[src/rtl/adc_seq_pkg.sv]
package adc_seq_pkg;
  typedef enum logic [1:0] {
    ST_IDLE  = 2'd0,
    ST_WAKE  = 2'd1,
    ST_ISSUE = 2'd2,
    ST_WAIT  = 2'd3
  } seq_state_e;
endpackage

[src/rtl/adc_trig_sync.sv]
module adc_trig_sync #(
  parameter int unsigned N_SRC  = 4,
  parameter int unsigned SEL_W  = 2,
  parameter int unsigned STAGES = 2
) (
  input  logic             clk_i,
  input  logic             rst_ni,
  input  logic [N_SRC-1:0] trig_i,
  input  logic [SEL_W-1:0] sel_i,
  output logic             rise_o
);
  logic [N_SRC-1:0] sync_q [STAGES];
  logic             sel_lvl;
  logic             prev_q;

  always_ff @(posedge clk_i or negedge rst_ni) begin
    if (!rst_ni) begin
      for (int s = 0; s < STAGES; s++) sync_q[s] <= '0;
      prev_q <= 1'b0;
    end else begin
      sync_q[0] <= trig_i;
      for (int s = 1; s < STAGES; s++) sync_q[s] <= sync_q[s-1];
      prev_q <= sel_lvl;
    end
  end

  always_comb begin
    sel_lvl = 1'b0;
    for (int i = 0; i < N_SRC; i++) begin
      if (sel_i == SEL_W'(i)) sel_lvl = sync_q[STAGES-1][i];
    end
  end

  assign rise_o = sel_lvl & ~prev_q;
endmodule

[src/rtl/adc_first_set.sv]
module adc_first_set #(
  parameter int unsigned W     = 8,
  parameter int unsigned IDX_W = 3
) (
  input  logic [W-1:0]     mask_i,
  output logic [IDX_W-1:0] idx_o,
  output logic             any_o
);
  always_comb begin
    idx_o = '0;
    for (int i = W - 1; i >= 0; i--) begin
      if (mask_i[i]) idx_o = IDX_W'(i);
    end
  end
  assign any_o = |mask_i;
endmodule

[src/rtl/adc_startup_timer.sv]
module adc_startup_timer #(
  parameter int unsigned W = 8
) (
  input  logic         clk_i,
  input  logic         rst_ni,
  input  logic         load_i,
  input  logic [W-1:0] val_i,
  output logic         expired_o
);
  logic [W-1:0] cnt_q;

  always_ff @(posedge clk_i or negedge rst_ni) begin
    if (!rst_ni)              cnt_q <= '0;
    else if (load_i)          cnt_q <= val_i;
    else if (cnt_q != '0)     cnt_q <= cnt_q - W'(1);
  end

  assign expired_o = (cnt_q == '0);
endmodule

[src/rtl/adc_seq_ctrl.sv]
module adc_seq_ctrl
  import adc_seq_pkg::*;
#(
  parameter int unsigned NUM_CH      = 8,
  parameter int unsigned NUM_SLOTS   = 8,
  parameter int unsigned NUM_HW_TRIG = 4,
  parameter int unsigned STARTUP_W   = 8,
  parameter int unsigned DATA_W      = 12,
  parameter int unsigned SYNC_STAGES = 2,
  parameter int unsigned CH_W        = (NUM_CH > 1) ? $clog2(NUM_CH) : 1,
  parameter int unsigned TSEL_W      = (NUM_HW_TRIG > 1) ? $clog2(NUM_HW_TRIG) : 1
) (
  input  logic                        clk_i,
  input  logic                        rst_ni,
  input  logic                        sw_start_i,
  input  logic [NUM_HW_TRIG-1:0]      hw_trig_i,
  input  logic [TSEL_W-1:0]           trig_sel_i,
  input  logic                        trig_en_i,
  input  logic                        sleep_en_i,
  input  logic                        user_seq_en_i,
  input  logic [NUM_CH-1:0]           ch_en_i,
  input  logic [NUM_SLOTS*CH_W-1:0]   slot_ch_i,
  input  logic [NUM_SLOTS-1:0]        slot_en_i,
  input  logic [STARTUP_W-1:0]        startup_cycles_i,
  output logic                        adc_pwr_o,
  output logic                        adc_start_o,
  output logic [CH_W-1:0]             adc_ch_o,
  input  logic                        adc_done_i,
  input  logic [DATA_W-1:0]           adc_data_i,
  output logic                        res_valid_o,
  output logic [DATA_W-1:0]           res_data_o,
  output logic [CH_W-1:0]             res_ch_o,
  output logic                        busy_o
);
  localparam int unsigned POS_N = (NUM_CH > NUM_SLOTS) ? NUM_CH : NUM_SLOTS;
  localparam int unsigned POS_W = (POS_N > 1) ? $clog2(POS_N) : 1;

  seq_state_e        state_q;
  logic [POS_N-1:0]  rem_q;
  logic [CH_W-1:0]   pos_ch_q [POS_N];
  logic [POS_N-1:0]  pos_en_d;
  logic [CH_W-1:0]   pos_ch_d [POS_N];
  logic [POS_W-1:0]  pick_idx;
  logic              pick_any;
  logic [POS_N-1:0]  rem_clr;
  logic              hw_rise;
  logic              trig_fire;
  logic              accept;
  logic              wake_done;
  logic              res_valid_q;
  logic [DATA_W-1:0] res_data_q;
  logic [CH_W-1:0]   res_ch_q;

  // Per-position enable and channel for both ordering modes
  for (genvar p = 0; p < POS_N; p++) begin : g_pos
    logic            norm_en, user_en;
    logic [CH_W-1:0] norm_ch, user_ch;
    if (p < NUM_CH) begin : g_norm
      assign norm_en = ch_en_i[p];
      assign norm_ch = CH_W'(p);
    end else begin : g_norm_none
      assign norm_en = 1'b0;
      assign norm_ch = '0;
    end
    if (p < NUM_SLOTS) begin : g_user
      assign user_en = slot_en_i[p];
      assign user_ch = slot_ch_i[p*CH_W +: CH_W];
    end else begin : g_user_none
      assign user_en = 1'b0;
      assign user_ch = '0;
    end
    assign pos_en_d[p] = user_seq_en_i ? user_en : norm_en;
    assign pos_ch_d[p] = user_seq_en_i ? user_ch : norm_ch;
  end

  adc_trig_sync #(
    .N_SRC (NUM_HW_TRIG),
    .SEL_W (TSEL_W),
    .STAGES(SYNC_STAGES)
  ) u_trig_sync (
    .clk_i (clk_i),
    .rst_ni(rst_ni),
    .trig_i(hw_trig_i),
    .sel_i (trig_sel_i),
    .rise_o(hw_rise)
  );

  adc_first_set #(
    .W    (POS_N),
    .IDX_W(POS_W)
  ) u_pick (
    .mask_i(rem_q),
    .idx_o (pick_idx),
    .any_o (pick_any)
  );

  adc_startup_timer #(
    .W(STARTUP_W)
  ) u_startup (
    .clk_i    (clk_i),
    .rst_ni   (rst_ni),
    .load_i   (accept),
    .val_i    (startup_cycles_i),
    .expired_o(wake_done)
  );

  assign trig_fire = sw_start_i | (trig_en_i & hw_rise);
  assign accept    = (state_q == ST_IDLE) & trig_fire;
  assign rem_clr   = rem_q & ~(POS_N'(1) << pick_idx);

  always_ff @(posedge clk_i or negedge rst_ni) begin
    if (!rst_ni) begin
      state_q <= ST_IDLE;
      rem_q   <= '0;
      for (int p = 0; p < POS_N; p++) pos_ch_q[p] <= '0;
    end else begin
      unique case (state_q)
        ST_IDLE: begin
          if (trig_fire) begin
            rem_q <= pos_en_d;
            for (int p = 0; p < POS_N; p++) pos_ch_q[p] <= pos_ch_d[p];
            if (|pos_en_d) state_q <= sleep_en_i ? ST_WAKE : ST_ISSUE;
          end
        end
        ST_WAKE:  if (wake_done) state_q <= ST_ISSUE;
        ST_ISSUE: state_q <= ST_WAIT;
        ST_WAIT: begin
          if (adc_done_i) begin
            rem_q   <= rem_clr;
            state_q <= (rem_clr == '0) ? ST_IDLE : ST_ISSUE;
          end
        end
        default: state_q <= ST_IDLE;
      endcase
    end
  end

  always_ff @(posedge clk_i or negedge rst_ni) begin
    if (!rst_ni) begin
      res_valid_q <= 1'b0;
      res_data_q  <= '0;
      res_ch_q    <= '0;
    end else begin
      res_valid_q <= (state_q == ST_WAIT) & adc_done_i;
      if ((state_q == ST_WAIT) & adc_done_i) begin
        res_data_q <= adc_data_i;
        res_ch_q   <= adc_ch_o;
      end
    end
  end

  assign adc_ch_o    = pick_any ? pos_ch_q[pick_idx] : '0;
  assign adc_start_o = (state_q == ST_ISSUE);
  assign adc_pwr_o   = (state_q == ST_IDLE) ? ~sleep_en_i : 1'b1;
  assign busy_o      = (state_q != ST_IDLE) | res_valid_q;
  assign res_valid_o = res_valid_q;
  assign res_data_o  = res_data_q;
  assign res_ch_o    = res_ch_q;
endmodule

[config.mk]
export PLATFORM = sky130hd
export DESIGN_NAME = adc_seq_ctrl
export DESIGN_NICKNAME = d
export VERILOG_FILES = /design/src/rtl/adc_seq_pkg.sv /design/src/rtl/adc_trig_sync.sv /design/src/rtl/adc_first_set.sv /design/src/rtl/adc_startup_timer.sv /design/src/rtl/adc_seq_ctrl.sv
export SDC_FILE = /design/constraint.sdc
export NUM_CORES = 1
export LEC_CHECK = 0
export BUFFER_PORTS_ARGS = -buffer_cell sky130_fd_sc_hd__buf_2
export CAP_MARGIN = 10
export CORE_MARGIN = 2
export CORE_UTILIZATION = 46
export DETAILED_ROUTE_END_ITERATION = 7
export GPL_ROUTABILITY_DRIVEN = 0
export PLACE_DENSITY = 0.71
export SLEW_MARGIN = 20
export SYNTH_ARGS = -nofsm -noshare
export SYNTH_HDL_FRONTEND = slang
export SYNTH_HIERARCHICAL = 1
export SYNTH_SLANG_ARGS = --single-unit
[constraint.sdc]
create_clock -name clk_i -period 3.1 [get_ports clk_i]
set_input_delay 0.62 -clock clk_i [delete_from_list [all_inputs] [get_ports clk_i]]
set_output_delay 0.62 -clock clk_i [all_outputs]
set_load 0.02 [all_outputs]
==> results.cfg <==
[die]
io_pins = 95
die_x_microns = 89.5
start_util_pct = 46.9
core-area_sq_um = 7180
die_y_microns = 89.5
die_area_sq_um = 8010
rows = 31

[yosys]
synth_area_per_cell_sq_um = 10.3
synth_area_sq_um = 3360
synth_cells = 326
synth_enable_flop_cells = 0
async_flop_share_pct = 100
synthTopCellsByArea = dfrtp_1, nand2_1, a31oi_1
synth_area_leader_cell = dfrtp_1
netlist-cell-type-count = 56
yosys_warnings = 6
ys_seq_area_share_pct = 49.8
syn_nets = 400
yosys.cell_count.top_type = dfrtp_1
synth_common_cells = dfrtp_1, nand2_1, nor2_1
synthFlopType = dfrtp_1
ys_ff_latch = 67
yosysTopAreaCellShare_pct = 49.8

[finish]
fin_util_pct = 58.3
area_growth_pct = 24.3
antenna_cells = 0
fill_cells = 626
final_nets = 493
drive_gt1_share_pct = 33.3
regArea_sq_um = 1680
multi_input_area_sq_um = 1520

[outcome]
outcome = complete, no violations

[clock_network]
post_cts_resized = 0
cts_hold_buf = 0
post-cts-setup-buffers = 0
cts_buffers = 9
clk_path_buf_depth = 2
root_buffer = clkbuf_8
htreeDepth = 3
cts.sinks = 67
insertion_delay_ns = 0.34
cts.clk_slew.worst_paths_ns = 0.08
cts_tree = yes

[detailed_routing]
antenna_left = 0
viasPerCell = 5.28
drt_iter0_drc = 219
vias = 2763
dr.pass1.iters = 4
drcViolationCount = 0
routedWlPerCell_microns = 14.3
finalWirelength_microns = 7500

[timing]
finalHoldViolCount = 0
setup_viol = 0
tns_ns = 0
fin_crit_ns = 2.89
final.setup_skew_ns = 0.0107
tightest_slew_ns = 0.791
rsz0062_at_grt = false
clock.fmax_ghz = 0.346
report.final.slew_viol_count = 0
relSlewSlack_pct = 47.3
period_share_pct = 93.3
hold_ws_ns = 0.353

[global_routing]
grt_max_degree = 39
grt_pass1_wl_microns = 12000
grt_util_all_layers_pct = 20.2
grt_pass1_vias = 2591
antenna_found_initial = 0
grt-ovfl-total = 0

[worst_setup_path]
worstSetupPathType = reg2out
cp.required_ns = 2.48
critPathLaunchType = flip-flop
arrival_ns = 2.27
crit_fanout = 13
worstRegToRegCells = 7
end_kind = output port

[job]
drv_cap = 0

[power_and_ir_drop]
power.density_nw_per_um2 = 1020
peakVddDrop_mv = 0.374
p_leak_nw = 1.98
fin_total_pwr_w = 0.00426

[worst_hold_path]
hold_class = reg2reg
min_path_cells = 0

[place]
io_buffers = 94
dp_hpwl_microns = 5600
flip-flops by register name (all words and copies together), names as in the netlist:
name	count
pos_ch_q	24
rem_q	8
res_ch_o	3
res_data_o	12
res_valid_o	1
state_q	2
u_startup/cnt_q	8
u_trig_sync/prev_q	1
u_trig_sync/sync_q	8
cells by family (layout without fill, tap and decap cells):
group / count (synthesis) / in the layout / synth area share [%]
xor gates and xnor gates: 1 / 1 / 0.260
adders and majority gates: 1 / 1 / 0.372
buffers and inverters: 39 / 137 / 5.36
and+or+nand+nor: 107 / 107 / 15.3
DFF: 67 / 67 / 49.8
AOI/OAI and AO/OA: 80 / 80 / 15.8
muxes: 31 / 31 / 13.1
report_power, final:
group / total (W) / switching (W) / internal [W] / leakage, nW
Clock: 0.000888 / 0.000330 / 0.000557 / 0.126
Sequential: 0.00152 / 0.000299 / 0.00122 / 0.793
Combinational: 0.00186 / 0.00102 / 0.000839 / 1.06
through the flow:
stage / instance area (sq um) / instances / worst slack, ns
2_1_floorplan: 3360 / 326 / 0.406
3_3_place_gp: 3930 / 507 / 0.594
3_5_place_dp: 3930 / 507 / 0.573
4_1_cts: 4180 / 523 / 0.201
5_1_grt: 4180 / 523 / 0.0467
6_report: 4180 / 523 / 0.206
layer usage:
metal	vias up	routed length (microns)	GRT usage (%)
met4	0	141	8.41
li1	1365	-	-
met2	92	3380	30.0
met3	13	440	4.80
met1	1293	3540	28.3
met5	-	0	0
area by class of cell:
cell class                 instances  area share, %
timing repair buffer              99           12.7
clock buffer                      10           3.29
multi-input combinational        220           36.2
inverter                          22           1.97
sequential                        67           40.1
clock inverter                     6           2.69
tap                               99           2.96
layout by cell type (no fill, tap or decap), types with 10 or more instances in the layout:
| master | count |
|---|---|
| a31oi_1 | 18 |
| inv_1 | 20 |
| a21oi_1 | 15 |
| dfrtp_1 | 67 |
| nand2_1 | 38 |
| clkbuf_8 | 10 |
| nor2_1 | 25 |
| buf_2 | 94 |
| nand3_1 | 18 |
| o21ai_0 | 16 |
path summary, 6_finish.rpt:
path	end	start	slack [ns]
worst max-delay path	adc_ch_o[2]	rem_q[6]	0.21
worst min-delay path	u_trig_sync/sync_q[0]	u_trig_sync/sync_q[4]	0.35
worst max register to register	state_q[1]	rem_q[1]	0.81
worst min register to register	u_trig_sync/sync_q[0]	u_trig_sync/sync_q[4]	0.35
max in group asynchronous	u_startup/cnt_q[6]	rst_ni	2.09
min in group asynchronous	u_trig_sync/prev_q	rst_ni	0.36
worst max-delay path, stage by stage, from the launching register on:
cell and delay [ns]:
dfrtp_1 0.44, inv_1 0.08, a21oi_1 0.07, o41ai_2 0.21
buf_4 0.25, mux4_1 0.56, nand2_1 0.10, a21boi_2 0.07
buf_2 0.16
(Power assumes the default switching activity.)
